<file path="config.mk">
export PLATFORM = sky130hd
export DESIGN_NAME = retry_decider
export DESIGN_NICKNAME = d
export VERILOG_FILES = /design/src/rtl/rtd_pkg.sv /design/src/rtl/rtd_accept_timer.sv /design/src/rtl/rtd_cond.sv /design/src/rtl/rtd_prio.sv /design/src/rtl/retry_decider.sv
export SDC_FILE = /design/constraint.sdc
export NUM_CORES = 1
export LEC_CHECK = 0
export BUFFER_PORTS_ARGS = -buffer_cell sky130_fd_sc_hd__buf_2
export CORE_AREA = 2 2 39 41
export CTS_CLUSTER_DIAMETER = 50
export DETAILED_ROUTE_END_ITERATION = 12
export DIE_AREA = 0 0 41 43
export GPL_TIMING_DRIVEN = 0
export HOLD_SLACK_MARGIN = 0.02
export PLACE_DENSITY = 0.72
export SLEW_MARGIN = 40
export SYNTH_ARGS = -nofsm -noshare
export SYNTH_HDL_FRONTEND = slang
export SYNTH_SLANG_ARGS = --single-unit
</file>
<file path="constraint.sdc">
create_clock -name clk -period 1.78 [get_ports clk]
set_input_delay 0.356 -clock clk [delete_from_list [all_inputs] [get_ports clk]]
set_output_delay 0.356 -clock clk [all_outputs]
set_load 0.02 [all_outputs]
</file>
<file path="src/rtl/rtd_pkg.sv">
package rtd_pkg;

  typedef enum logic [1:0] {
    CLS_DWR  = 2'd0,
    CLS_DRD  = 2'd1,
    CLS_PWR  = 2'd2,
    CLS_IDLE = 2'd3
  } txn_cls_e;

  localparam int NUM_RSN = 12;
  localparam int RSN_W   = $clog2(NUM_RSN);

  typedef enum logic [RSN_W-1:0] {
    RSN_NONE        = 4'd0,
    RSN_LOCK_PROP   = 4'd1,
    RSN_BUS_LOCKED  = 4'd2,
    RSN_Q_FULL      = 4'd3,
    RSN_DUP         = 4'd4,
    RSN_ENTERING    = 4'd5,
    RSN_WAITING     = 4'd6,
    RSN_NOT_HEAD    = 4'd7,
    RSN_PW_AHEAD    = 4'd8,
    RSN_DISCARD     = 4'd9,
    RSN_PW_SPACE    = 4'd10,
    RSN_ACC_TIMEOUT = 4'd11
  } rsn_e;

  // Which reasons may fire for each class; bit index equals reason code.
  function automatic logic [NUM_RSN-1:0] class_mask(txn_cls_e c);
    logic [NUM_RSN-1:0] m;
    m = '0;
    case (c)
      CLS_DWR: begin
        m[RSN_LOCK_PROP]   = 1'b1;
        m[RSN_BUS_LOCKED]  = 1'b1;
        m[RSN_Q_FULL]      = 1'b1;
        m[RSN_DUP]         = 1'b1;
        m[RSN_ENTERING]    = 1'b1;
        m[RSN_WAITING]     = 1'b1;
        m[RSN_NOT_HEAD]    = 1'b1;
        m[RSN_ACC_TIMEOUT] = 1'b1;
      end
      CLS_DRD: begin
        m[RSN_LOCK_PROP]   = 1'b1;
        m[RSN_BUS_LOCKED]  = 1'b1;
        m[RSN_Q_FULL]      = 1'b1;
        m[RSN_DUP]         = 1'b1;
        m[RSN_ENTERING]    = 1'b1;
        m[RSN_WAITING]     = 1'b1;
        m[RSN_NOT_HEAD]    = 1'b1;
        m[RSN_PW_AHEAD]    = 1'b1;
        m[RSN_DISCARD]     = 1'b1;
        m[RSN_ACC_TIMEOUT] = 1'b1;
      end
      CLS_PWR: begin
        m[RSN_LOCK_PROP]   = 1'b1;
        m[RSN_PW_SPACE]    = 1'b1;
      end
      default: m = '0;
    endcase
    return m;
  endfunction

endpackage

</file>
<file path="src/rtl/rtd_accept_timer.sv">
module rtd_accept_timer #(
  parameter int ACC_LIMIT = 16
) (
  input  logic clk,
  input  logic rst_n,
  input  logic addr_phase,
  input  logic acc_active,
  output logic expired
);
  localparam int CNT_W = $clog2(ACC_LIMIT + 2);
  localparam logic [CNT_W-1:0] SAT = CNT_W'(ACC_LIMIT + 1);

  logic [CNT_W-1:0] cnt_q, cnt_d;
  logic             cnt_en;

  // Idle at zero until the first address phase; saturates past the limit.
  always_comb begin
    cnt_en = 1'b0;
    cnt_d  = cnt_q;
    if (addr_phase) begin
      cnt_en = 1'b1;
      cnt_d  = CNT_W'(1);
    end else if (acc_active && (cnt_q != '0) && (cnt_q != SAT)) begin
      cnt_en = 1'b1;
      cnt_d  = cnt_q + CNT_W'(1);
    end
  end

  always_ff @(posedge clk or negedge rst_n) begin
    if (!rst_n)      cnt_q <= '0;
    else if (cnt_en) cnt_q <= cnt_d;
  end

  assign expired = (cnt_q == SAT);

endmodule

</file>
<file path="src/rtl/rtd_cond.sv">
module rtd_cond
  import rtd_pkg::*;
#(
  parameter int FREE_W = 6,
  parameter int PW_MIN = 2
) (
  input  txn_cls_e            cls,
  input  logic                dq_entering,
  input  logic                dq_waiting,
  input  logic                dq_not_head,
  input  logic                dq_full,
  input  logic                dq_dup,
  input  logic                pw_ahead,
  input  logic                pf_discard,
  input  logic                lock_prop,
  input  logic                tbus_locked,
  input  logic                txn_locked,
  input  logic [FREE_W-1:0]   pw_free,
  input  logic                acc_expired,
  output logic [NUM_RSN-1:0]  hits
);
  logic [NUM_RSN-1:0] raw;

  always_comb begin
    raw                  = '0;
    raw[RSN_LOCK_PROP]   = lock_prop & ~txn_locked;
    raw[RSN_BUS_LOCKED]  = txn_locked & tbus_locked;
    raw[RSN_Q_FULL]      = dq_full;
    raw[RSN_DUP]         = dq_dup;
    raw[RSN_ENTERING]    = dq_entering;
    raw[RSN_WAITING]     = dq_waiting;
    raw[RSN_NOT_HEAD]    = dq_not_head;
    raw[RSN_PW_AHEAD]    = pw_ahead;
    raw[RSN_DISCARD]     = pf_discard;
    raw[RSN_PW_SPACE]    = (pw_free < FREE_W'(PW_MIN));
    raw[RSN_ACC_TIMEOUT] = acc_expired;
  end

  assign hits = raw & class_mask(cls);

endmodule

</file>
<file path="src/rtl/rtd_prio.sv">
module rtd_prio #(
  parameter int N = 12,
  parameter int W = 4
) (
  input  logic [N-1:0] hits,
  output logic         any,
  output logic [W-1:0] code
);
  // Lowest nonzero index wins; index 0 is the "no reason" slot.
  always_comb begin
    code = '0;
    for (int i = N - 1; i >= 1; i--) begin
      if (hits[i]) code = W'(i);
    end
  end

  assign any = |hits[N-1:1];

endmodule

</file>
<file path="src/rtl/retry_decider.sv">
module retry_decider
  import rtd_pkg::*;
#(
  parameter int FREE_W    = 6,
  parameter int PW_MIN    = 2,
  parameter int ACC_LIMIT = 16
) (
  input  logic              clk,
  input  logic              rst_n,
  input  logic              addr_phase,
  input  logic              acc_active,
  input  logic [1:0]        txn_class,
  input  logic              dq_entering,
  input  logic              dq_waiting,
  input  logic              dq_not_head,
  input  logic              dq_full,
  input  logic              dq_dup,
  input  logic              pw_ahead,
  input  logic              pf_discard,
  input  logic              lock_prop,
  input  logic              tbus_locked,
  input  logic              txn_locked,
  input  logic [FREE_W-1:0] pw_free,
  output logic              retry,
  output logic [RSN_W-1:0]  reason
);
  logic [1:0]         rst_sync_q;
  logic               rst_int_n;
  logic               acc_expired;
  logic [NUM_RSN-1:0] hits;
  txn_cls_e           cls;

  // Asynchronous assertion, synchronous release.
  always_ff @(posedge clk or negedge rst_n) begin
    if (!rst_n) rst_sync_q <= 2'b00;
    else        rst_sync_q <= {rst_sync_q[0], 1'b1};
  end
  assign rst_int_n = rst_sync_q[1];

  assign cls = txn_cls_e'(txn_class);

  rtd_accept_timer #(.ACC_LIMIT(ACC_LIMIT)) u_timer (
    .clk        (clk),
    .rst_n      (rst_int_n),
    .addr_phase (addr_phase),
    .acc_active (acc_active),
    .expired    (acc_expired)
  );

  rtd_cond #(.FREE_W(FREE_W), .PW_MIN(PW_MIN)) u_cond (
    .cls         (cls),
    .dq_entering (dq_entering),
    .dq_waiting  (dq_waiting),
    .dq_not_head (dq_not_head),
    .dq_full     (dq_full),
    .dq_dup      (dq_dup),
    .pw_ahead    (pw_ahead),
    .pf_discard  (pf_discard),
    .lock_prop   (lock_prop),
    .tbus_locked (tbus_locked),
    .txn_locked  (txn_locked),
    .pw_free     (pw_free),
    .acc_expired (acc_expired),
    .hits        (hits)
  );

  rtd_prio #(.N(NUM_RSN), .W(RSN_W)) u_prio (
    .hits (hits),
    .any  (retry),
    .code (reason)
  );

endmodule

</file>
Yosys cells after proc, flatten, opt, wreduce, memory -nomap -nowiden

Cells that the tools add are included.

Bits in registers: 7
Input port bits: 22
Output and inout bits: 5
Logic and storage cells: 41

$add $sub $neg: 1
Magnitude comparators: 1
Equality and inequality tests: 4
Muxes and demuxes: 20
Bitwise operators: 4
Reductions and logical operators: 9

Operators by type and width:

| operator              | number |
|---|---|
| $mux W4               | 11 |
| $and A12 B12 Y12      | 1 |
| $reduce_or A11 Y1     | 1 |
| $mux W5               | 2 |
| $lt A6 B2 Y1 const B  | 1 |
| $mux W6               | 1 |
| $add A5 B1 Y5 const B | 1 |
| $eq A5 B5 Y1 const B  | 1 |
| $mux W1               | 5 |
| $ne A5 B5 Y1 const B  | 1 |
| $reduce_bool A5 Y1    | 1 |
| $reduce_or A3 Y1      | 1 |
| $and A1 B1 Y1         | 2 |
| $eq A2 B1 Y1 const B  | 1 |
| $eq A2 B2 Y1 const B  | 1 |
| $logic_and A1 B1 Y1   | 2 |
| $logic_not A2 Y1      | 1 |
| $mux W2               | 1 |
| $reduce_and A2 Y1     | 1 |
| $reduce_bool A2 Y1    | 1 |
| $reduce_or A2 Y1      | 1 |
| $not A1 Y1            | 1 |

Depth between registers and ports, before layout

Gate-level depths: netlist of the first run.

Word-level depth: 15
Depth in mapped cells: 6

By module

Synthesis of the first run repeated with hierarchy kept, for this count alone.

Cell total of the unflattened synthesis: 79
Area, all modules: 621.8 µm²

Modules (own cells, without submodules):

| module           | instances | cells each | area each (µm²) | sequential area each (µm²) |
|---|---|---|---|---|
| rtd_accept_timer | 1         | 37         | 339.1           | 125.1 |
| rtd_prio         | 1         | 21         | 122.6           | 0.0 |
| rtd_cond         | 1         | 18         | 106.4           | 0.0 |
| retry_decider    | 1         | 3          | 53.8            | 50.0 |

Least setup slack after synthesis of the first run

Ideal clock, no wire load.

Kind: input -> output
From: input txn_class[1]
To: output reason[2]
Arrival: 1626 ps
Data required time: 1424 ps
Slack: -202 ps
Stages on the path: 2
Path through: buf_4 > a2111oi_0

Longest elaborated chain between the ends: 13
Elaborated cells between the ends (all ways): 20

Ends and longest elaborated chain:

| item                 | RTL line            | RTL |
|---|---|---|
| start, declared      | retry_decider.sv:12 | `input logic [1:0] txn_class,` |
| $eq A2 B2 Y1         | rtd_pkg.sv:32       | `case (c)` |
| $mux W1              | rtd_pkg.sv:32       |  |
| $and A12 B12 Y12 *   | rtd_cond.sv:39      | `assign hits = raw & class_mask(cls);` |
| $mux W4 (9 in a row) | rtd_prio.sv:13      | `if (hits[i]) code = W'(i);` |
| $mux W4 *            | rtd_prio.sv:13      |  |
| end, declared        | retry_decider.sv:25 | `output logic [RSN_W-1:0] reason` |

Mark *: on every way between the ends. The rest lies on a longest branch, timed or not.

Final worst setup path of the first run

From: register u_timer.cnt_q[1]
To: output reason[0]

Longest elaborated chain between the ends: 13

Ends and longest elaborated chain:

| item                   | RTL line               | RTL |
|---|---|---|
| start, declared        | rtd_accept_timer.sv:13 | `logic [CNT_W-1:0] cnt_q, cnt_d;` |
| start signal, assigned | rtd_accept_timer.sv:31 | `else if (cnt_en) cnt_q <= cnt_d;` |
| $eq A5 B5 Y1           | rtd_accept_timer.sv:34 | `assign expired = (cnt_q == SAT);` |
| $and A12 B12 Y12       | rtd_cond.sv:39         |  |
| $mux W4 (11 in a row)  | rtd_prio.sv:13         |  |

No other way between the ends.

==> results.yml, run 1 <==
global_routing:
  antenna_found_initial: 0
  overflow: 0
  grt_max_degree: 11
  grt_usage_pct: 17.7
  grt_pass1_vias: 555
  grt_first_pass_wirelength_um: 2080
final_layout:
  area_growth_pct: 53.5
  final_core_util_pct: 59.7
  antennaDiodeCount: 0
  nets: 127
  layout-drive-gt1-share_pct: 42.6
  fin_area_um2: 826
power_and_ir_drop:
  p_leak_nw: 0.391
  seqPwrFrac_pct: 34.1
  pwr_density_cell_nw_per_um2: 673
  p_sw_mw: 0.178
  switching_share_pct: 32.1
  comb_power_share_pct: 40.1
  internal_power_mw: 0.377
  p_clk_share_pct: 25.8
  vdd_ir_drop_max_v: 0.000666
sta:
  max_freq_mhz: 540
  min_period_ps: 1850
  period_share_pct: 104
  setup_viol: 3
  hold_viol: 0
  slew_viol_final: 0
  clock_skew_ps: 5.60
  tns_ps: -153
  fin_ws_ps: -70.8
  rsz0062_at_grt: "yes"
cts:
  cts_tree: "done"
  cts.sinks: 7
  clk_pin_slew_ps: 50
  root_buffer: "clkbuf_4"
  htreeDepth: 1
  cts_buffers: 3
  cts_buffer_depth: 2
  clock_latency_ps: 250
floorplanning:
  start_util_pct: 38.9
  core_um2: 1380
  die-area_um2: 1760
  die_width_um: 41
  placementRows: 14
  die_h_um: 43
  pin_count: 27
detailed_routing:
  viasPerCell: 5.22
  firstDrtPassIters: 4
  routed.top_layer: "met3"
  m1WireLength_um: 529
  drt-total-wl_um: 1380
  vias: 611
  drc: 0
  drt_iter0_drc: 7
  route.met3.wl_um: 81
  wl_per_cell_um: 11.8
  drtAntennaViolNets: 0
  wl_met2_um: 772
setup_path:
  endpoint_kind: "primary output"
  reg2reg_setup_slack_ps: 110
  timing.rr.end: "u_timer.cnt_q[2]"
  worstSetupPathType: "flip-flop to primary output"
  crit_arrival_ps: 1490
  worstPathRequired_ps: 1420
  cp-start-kind: "flip-flop"
  crit-reg2reg-launch: "u_timer.cnt_q[1]"
  ff2ff_path_depth: 8
  worst-path-max-fanout: 2
placed_design:
  globalplace.congestion: 0.726
  dp_hpwl_um: 926
  place_area_um2: 684
  io_buffers: 25
synth:
  ys_ff_latch: 7
  synth_nets: 90
  ys_warn_count: 0
  ys_types: 30
  synthCells: 65
  synth_area_per_cell_um2: 8.28
  synth_area_um2: 538
  seq_area_frac_synth_pct: 32.6
status:
  violations: "setup timing"
  outcome: "finished with violations"
hold_path:
  hp-class: "flip-flop to asynchronous set/reset pin"
job:
  drv_cap: 0
==> stage by stage <==
stage               instances  hold WS (ps)  setup slack, ps  total power [mW]
floorplan                  65          54.1            -68.2             0.283
finish                    117          76.4            -70.8             0.555
CTS                       114          90.9             -190             0.523
detailed placement        106          73.0            -63.2             0.336
global placement          106          77.0            -81.2             0.333
global route              117           106             -140             0.595
==> how the worst max path moves through the flow <==
stage                     startpoint         to  slack (ps)  cells after the start
global route        u_timer.cnt_q[1]  reason[0]        -140                      7
global placement    u_timer.cnt_q[1]  reason[0]         -80                      7
finish              u_timer.cnt_q[1]  reason[0]         -70                      7
floorplan           u_timer.cnt_q[1]  reason[3]         -70                      6
CTS                 u_timer.cnt_q[1]  reason[0]        -190                      7
detailed placement  u_timer.cnt_q[1]  reason[0]         -60                      7
==> registers in the layout (all words and copies together), names as in the netlist <==
name	cells
u_timer.cnt_q	5
rst_sync_q	2
==> area by class of cell <==
class	count	area [um2]
multi-input combinational	54	388
fill	119	558
timing repair buffer	32	198
tap	16	20.0
inverter	3	11.3
clock buffer	4	26.3
buffer	1	7.51
sequential	7	175
==> cell usage after synthesis <==
| library cell | number | area share [%] |
|---|---|---|
| nor2_1 | 7 | 4.9 |
| nand4_1 | 2 | 2.3 |
| inv_1 | 3 | 2.1 |
| xor2_1 | 2 | 3.3 |
| nor3b_1 | 1 | 1.4 |
| ha_1 | 3 | 7.0 |
| o31ai_2 | 1 | 2.3 |
| nor2b_1 | 3 | 3.5 |
| o21ai_0 | 2 | 1.9 |
| a21boi_0 | 1 | 1.4 |
| dfrtp_1 | 7 | 33 |
| o21bai_1 | 1 | 1.4 |
| xnor2_1 | 1 | 1.6 |
| a211oi_1 | 1 | 1.4 |
| mux2i_1 | 2 | 3.7 |
| a2111oi_0 | 1 | 1.6 |
| a21oi_1 | 6 | 5.6 |
| nand2_1 | 5 | 3.5 |
| conb_1 | 1 | 0.70 |
| or3_1 | 1 | 1.2 |
| a21o_1 | 1 | 1.4 |
| buf_4 | 1 | 1.4 |
| nor3_1 | 1 | 0.93 |
| a31oi_1 | 2 | 2.3 |
| nor4_1 | 2 | 2.3 |
| a21oi_2 | 1 | 1.6 |
| o22ai_1 | 1 | 1.2 |
| or3b_1 | 1 | 1.6 |
| nand3_1 | 3 | 2.8 |
| nand2b_1 | 1 | 1.2 |
==> placed cells by master (no fill, tap or decap), types with 2 or more instances in the layout <==
| cell | synthesis | routed |
|---|---|---|
| nand3_1 | 3 | 3 |
| buf_2 | 0 | 21 |
| nor2b_1 | 3 | 3 |
| clkbuf_4 | 0 | 3 |
| inv_1 | 3 | 2 |
| buf_4 | 1 | 9 |
| ha_1 | 3 | 2 |
| a21oi_1 | 6 | 5 |
| mux2i_1 | 2 | 2 |
| nand4_1 | 2 | 2 |
| dfrtp_1 | 7 | 7 |
| nor2_1 | 7 | 7 |
| a31oi_1 | 2 | 2 |
| a21oi_2 | 1 | 2 |
| nand2_1 | 5 | 4 |
| xor2_1 | 2 | 2 |
| buf_6 | 0 | 2 |
==> metal layers <==
layer | up-vias | track usage [%]
met4 | 0 | 4.00
met2 | 18 | 33.4
li1 | 308 | -
met1 | 285 | 16.6
met5 | - | 0
met3 | 0 | 6.28
==> power groups by stage <==
stage                     Sequential, mW  Combinational, mW  Clock (mW)
after CTS                          0.190              0.186       0.147
after global placement             0.192              0.141           0
after detailed placement           0.192              0.144           0
after floorplan                    0.188             0.0944           0
final                              0.190              0.223       0.143
after global routing               0.191              0.243       0.160
==> cells by family (layout without fill, tap and decap cells) <==
logic type / Yosys count / after routing / synth area share (%)
xor gates and xnor gates: 3 / 3 / 4.88
other: 1 / 1 / 0.697
and+or+nand+nor: 27 / 27 / 25.6
adders and majority gates: 3 / 3 / 6.98
AOI/OAI and AO/OA: 18 / 18 / 22.1
muxes: 2 / 2 / 3.72
buffers and inverters: 4 / 40 / 3.49
DFF: 7 / 7 / 32.6
==> timing repair <==
action,in CTS,in global routing
gates resized for setup,14,3
pin swaps,4,1
endpoints found under the setup margin,4,4
hold buffers,1,0
cloned,0,0
buffers inserted,3,3
hold endpoints to repair,2,0
==> critical path, stage by stage, from the launching register on <==
cell	delay [ps]
dfrtp_1	390
inv_2	80
ha_4	140
nand2_4	50
nor4_4	180
o22ai_1	120
a31oi_1	130
buf_4	160
No activity file was read; power rests on OpenSTA's default activity.
==> inputs of run 2 (changes only) <==
==> constraint.sdc (replaced) <==
create_clock -name clk -period 1.78 [get_ports clk]
set_input_delay 0.445 -clock clk [delete_from_list [all_inputs] [get_ports clk]]
set_output_delay 0.445 -clock clk [all_outputs]
set_load 0.02 [all_outputs]
==> run 2 against run 1 <==
Net effect:
- the flow still finishes with violations (setup timing)
- critical path depth did not move
- clock skew rose by 2.3 ps
- hold slack barely moved
- critical endpoint unchanged
- first-iteration DRC count fell by 43%
- clock power barely moved
- non-clock buffer count fell by 3
- global-route usage fell by 0.79 points
- critical path type unchanged
==> results.yml, run 2 (synthesis results as in run 1) <==
setup_path:
  endpoint_kind: "primary output"
  crit_family: "flip-flops"
  worstPathRequired_ps: 1330
  worst-path-max-fanout: 2
  cp.depth: 7
  worstSetupPathType: "flip-flop to primary output"
  crit_arrival_ps: 1530
  crit_path_max_incr_delay_ps: 390
  crit_path_cell_trace: "inv_2 > ha_4 > nand2_4 > nor4_4 > o22ai_2 > a31oi_2 > buf_4"
  cp_num_buf_inv: 2
  ff2ff_path_depth: 6
  slowest_stage: "dfrtp_1"
  cp-start-kind: "flip-flop"
sta:
  period_share_pct: 111
  rsz0062_at_grt: "yes"
  hold_viol: 0
  min_period_ps: 1980
  tns_ps: -656
  fin_ws_ps: -197
  holdWs_ps: 76.7
  setup_viol: 5
  clock_skew_ps: 7.91
  slew_viol_final: 0
  max_freq_mhz: 506
global_routing:
  grt_first_pass_wirelength_um: 2070
  overflow: 0
  grt_usage_pct: 17.0
  grt_pass1_vias: 537
  grt_max_degree: 11
  antenna_found_initial: 0
cts:
  htreeDepth: 1
  cts_buffer_depth: 2
  cts.sinks: 7
  clock_latency_ps: 250
  cts_buffers: 3
  root_buffer: "clkbuf_4"
  clk_pin_slew_ps: 50
  cts_tree: "done"
power_and_ir_drop:
  vdd_ir_drop_max_v: 0.000589
  p_leak_nw: 0.382
  pwr_density_cell_nw_per_um2: 648
  finalPower_mw: 0.537
final_layout:
  largest_reg_flops: 5
  antennaDiodeCount: 0
  fin_area_um2: 828
  nets: 124
  area_growth_pct: 54.0
  layout_common_cells: "buf_2, nor2_1, buf_4, dfrtp_1, a21oi_1"
  layout-drive-gt1-share_pct: 45.9
  reg_top3: "u_timer.cnt_q x5, rst_sync_q x2"
  layout_commonest_cell: "buf_2"
  regMostFlops: "u_timer.cnt_q"
  final_core_util_pct: 59.9
  instances_no_fill: 114
floorplanning:
  die-area_um2: 1760
  pin_count: 27
  core_um2: 1380
  start_util_pct: 38.9
  die_h_um: 43
  placementRows: 14
  die_width_um: 41
status:
  outcome: "finished with violations"
  violations: "setup timing"
detailed_routing:
  drc: 0
  vias: 599
  viasPerCell: 5.25
  firstDrtPassIters: 2
  drt-total-wl_um: 1360
  drt_iter0_drc: 4
  drtAntennaViolNets: 0
  wl_per_cell_um: 11.9
job:
  drv_cap: 0
placed_design:
  place_area_um2: 703
  io_buffers: 25
  dp_hpwl_um: 1050
  dp_cells: 106
  globalplace.congestion: 0.701
  dp_slack_ps: -176
hold_path:
  hp-class: "flip-flop to asynchronous set/reset pin"
## run 2: cell count changes in the layout (fill, tap and decap cells not counted), sizes merged
cell and change:
buf -3
## run 2: path summary, 6_finish.rpt
| kind | start | endpoint | slack (ps) |
|---|---|---|---|
| min in group clk | rst_sync_q[0] | rst_sync_q[1] | 340 |
| worst max-delay path | u_timer.cnt_q[1] | reason[0] | -200 |
| worst min-delay path | rst_sync_q[1] | u_timer.cnt_q[3] | 80 |
| max in group asynchronous | rst_n | rst_sync_q[0] | 1170 |
| worst min register to register | rst_sync_q[1] | u_timer.cnt_q[3] | 80 |
| worst max register to register | u_timer.cnt_q[0] | u_timer.cnt_q[2] | 230 |
## run 2: worst reg2reg max path, cell delays in order (launching register included)
cell     delay, ps
dfrtp_2        440
ha_4           180
buf_4          120
mux2i_1        150
o31ai_2        110
or3b_1         380
a21oi_2        120
## run 2: cell type report
cell class                 count  area [um2]
fill                         128         556
multi-input combinational     54         409
timing repair buffer          29         178
sequential                     7         176
clock buffer                   4        26.3
tap                           16        20.0
inverter                       3        11.3
buffer                         1        7.51
## run 2: what timing repair did
item                                   4_1_cts  5_1_grt
pin swaps                                    3        2
endpoints found under the hold margin        2        0
setup buffers                                2        1
setup endpoints to repair                    4        5
hold buffers                                 1        0
resized for setup                           13        4
## run 2: power breakdown
| part | internal [mW] | total [mW] | switching [mW] |
|---|---|---|---|
| combinational | 0.105 | 0.203 | 0.0977 |
| clock | 0.0854 | 0.141 | 0.0554 |
| sequential | 0.174 | 0.193 | 0.0191 |
| total | 0.365 | 0.537 | 0.172 |
## run 2: per-layer routing
layer | part of all wire (%) | vias to the layer above | track usage [%]
met2 | 53 | 18 | 31.6
met5 | 0 | - | 0
li1 | - | 298 | -
met4 | 0 | 0 | 2.00
met1 | 41 | 283 | 17.0
met3 | 6.2 | 0 | 6.28
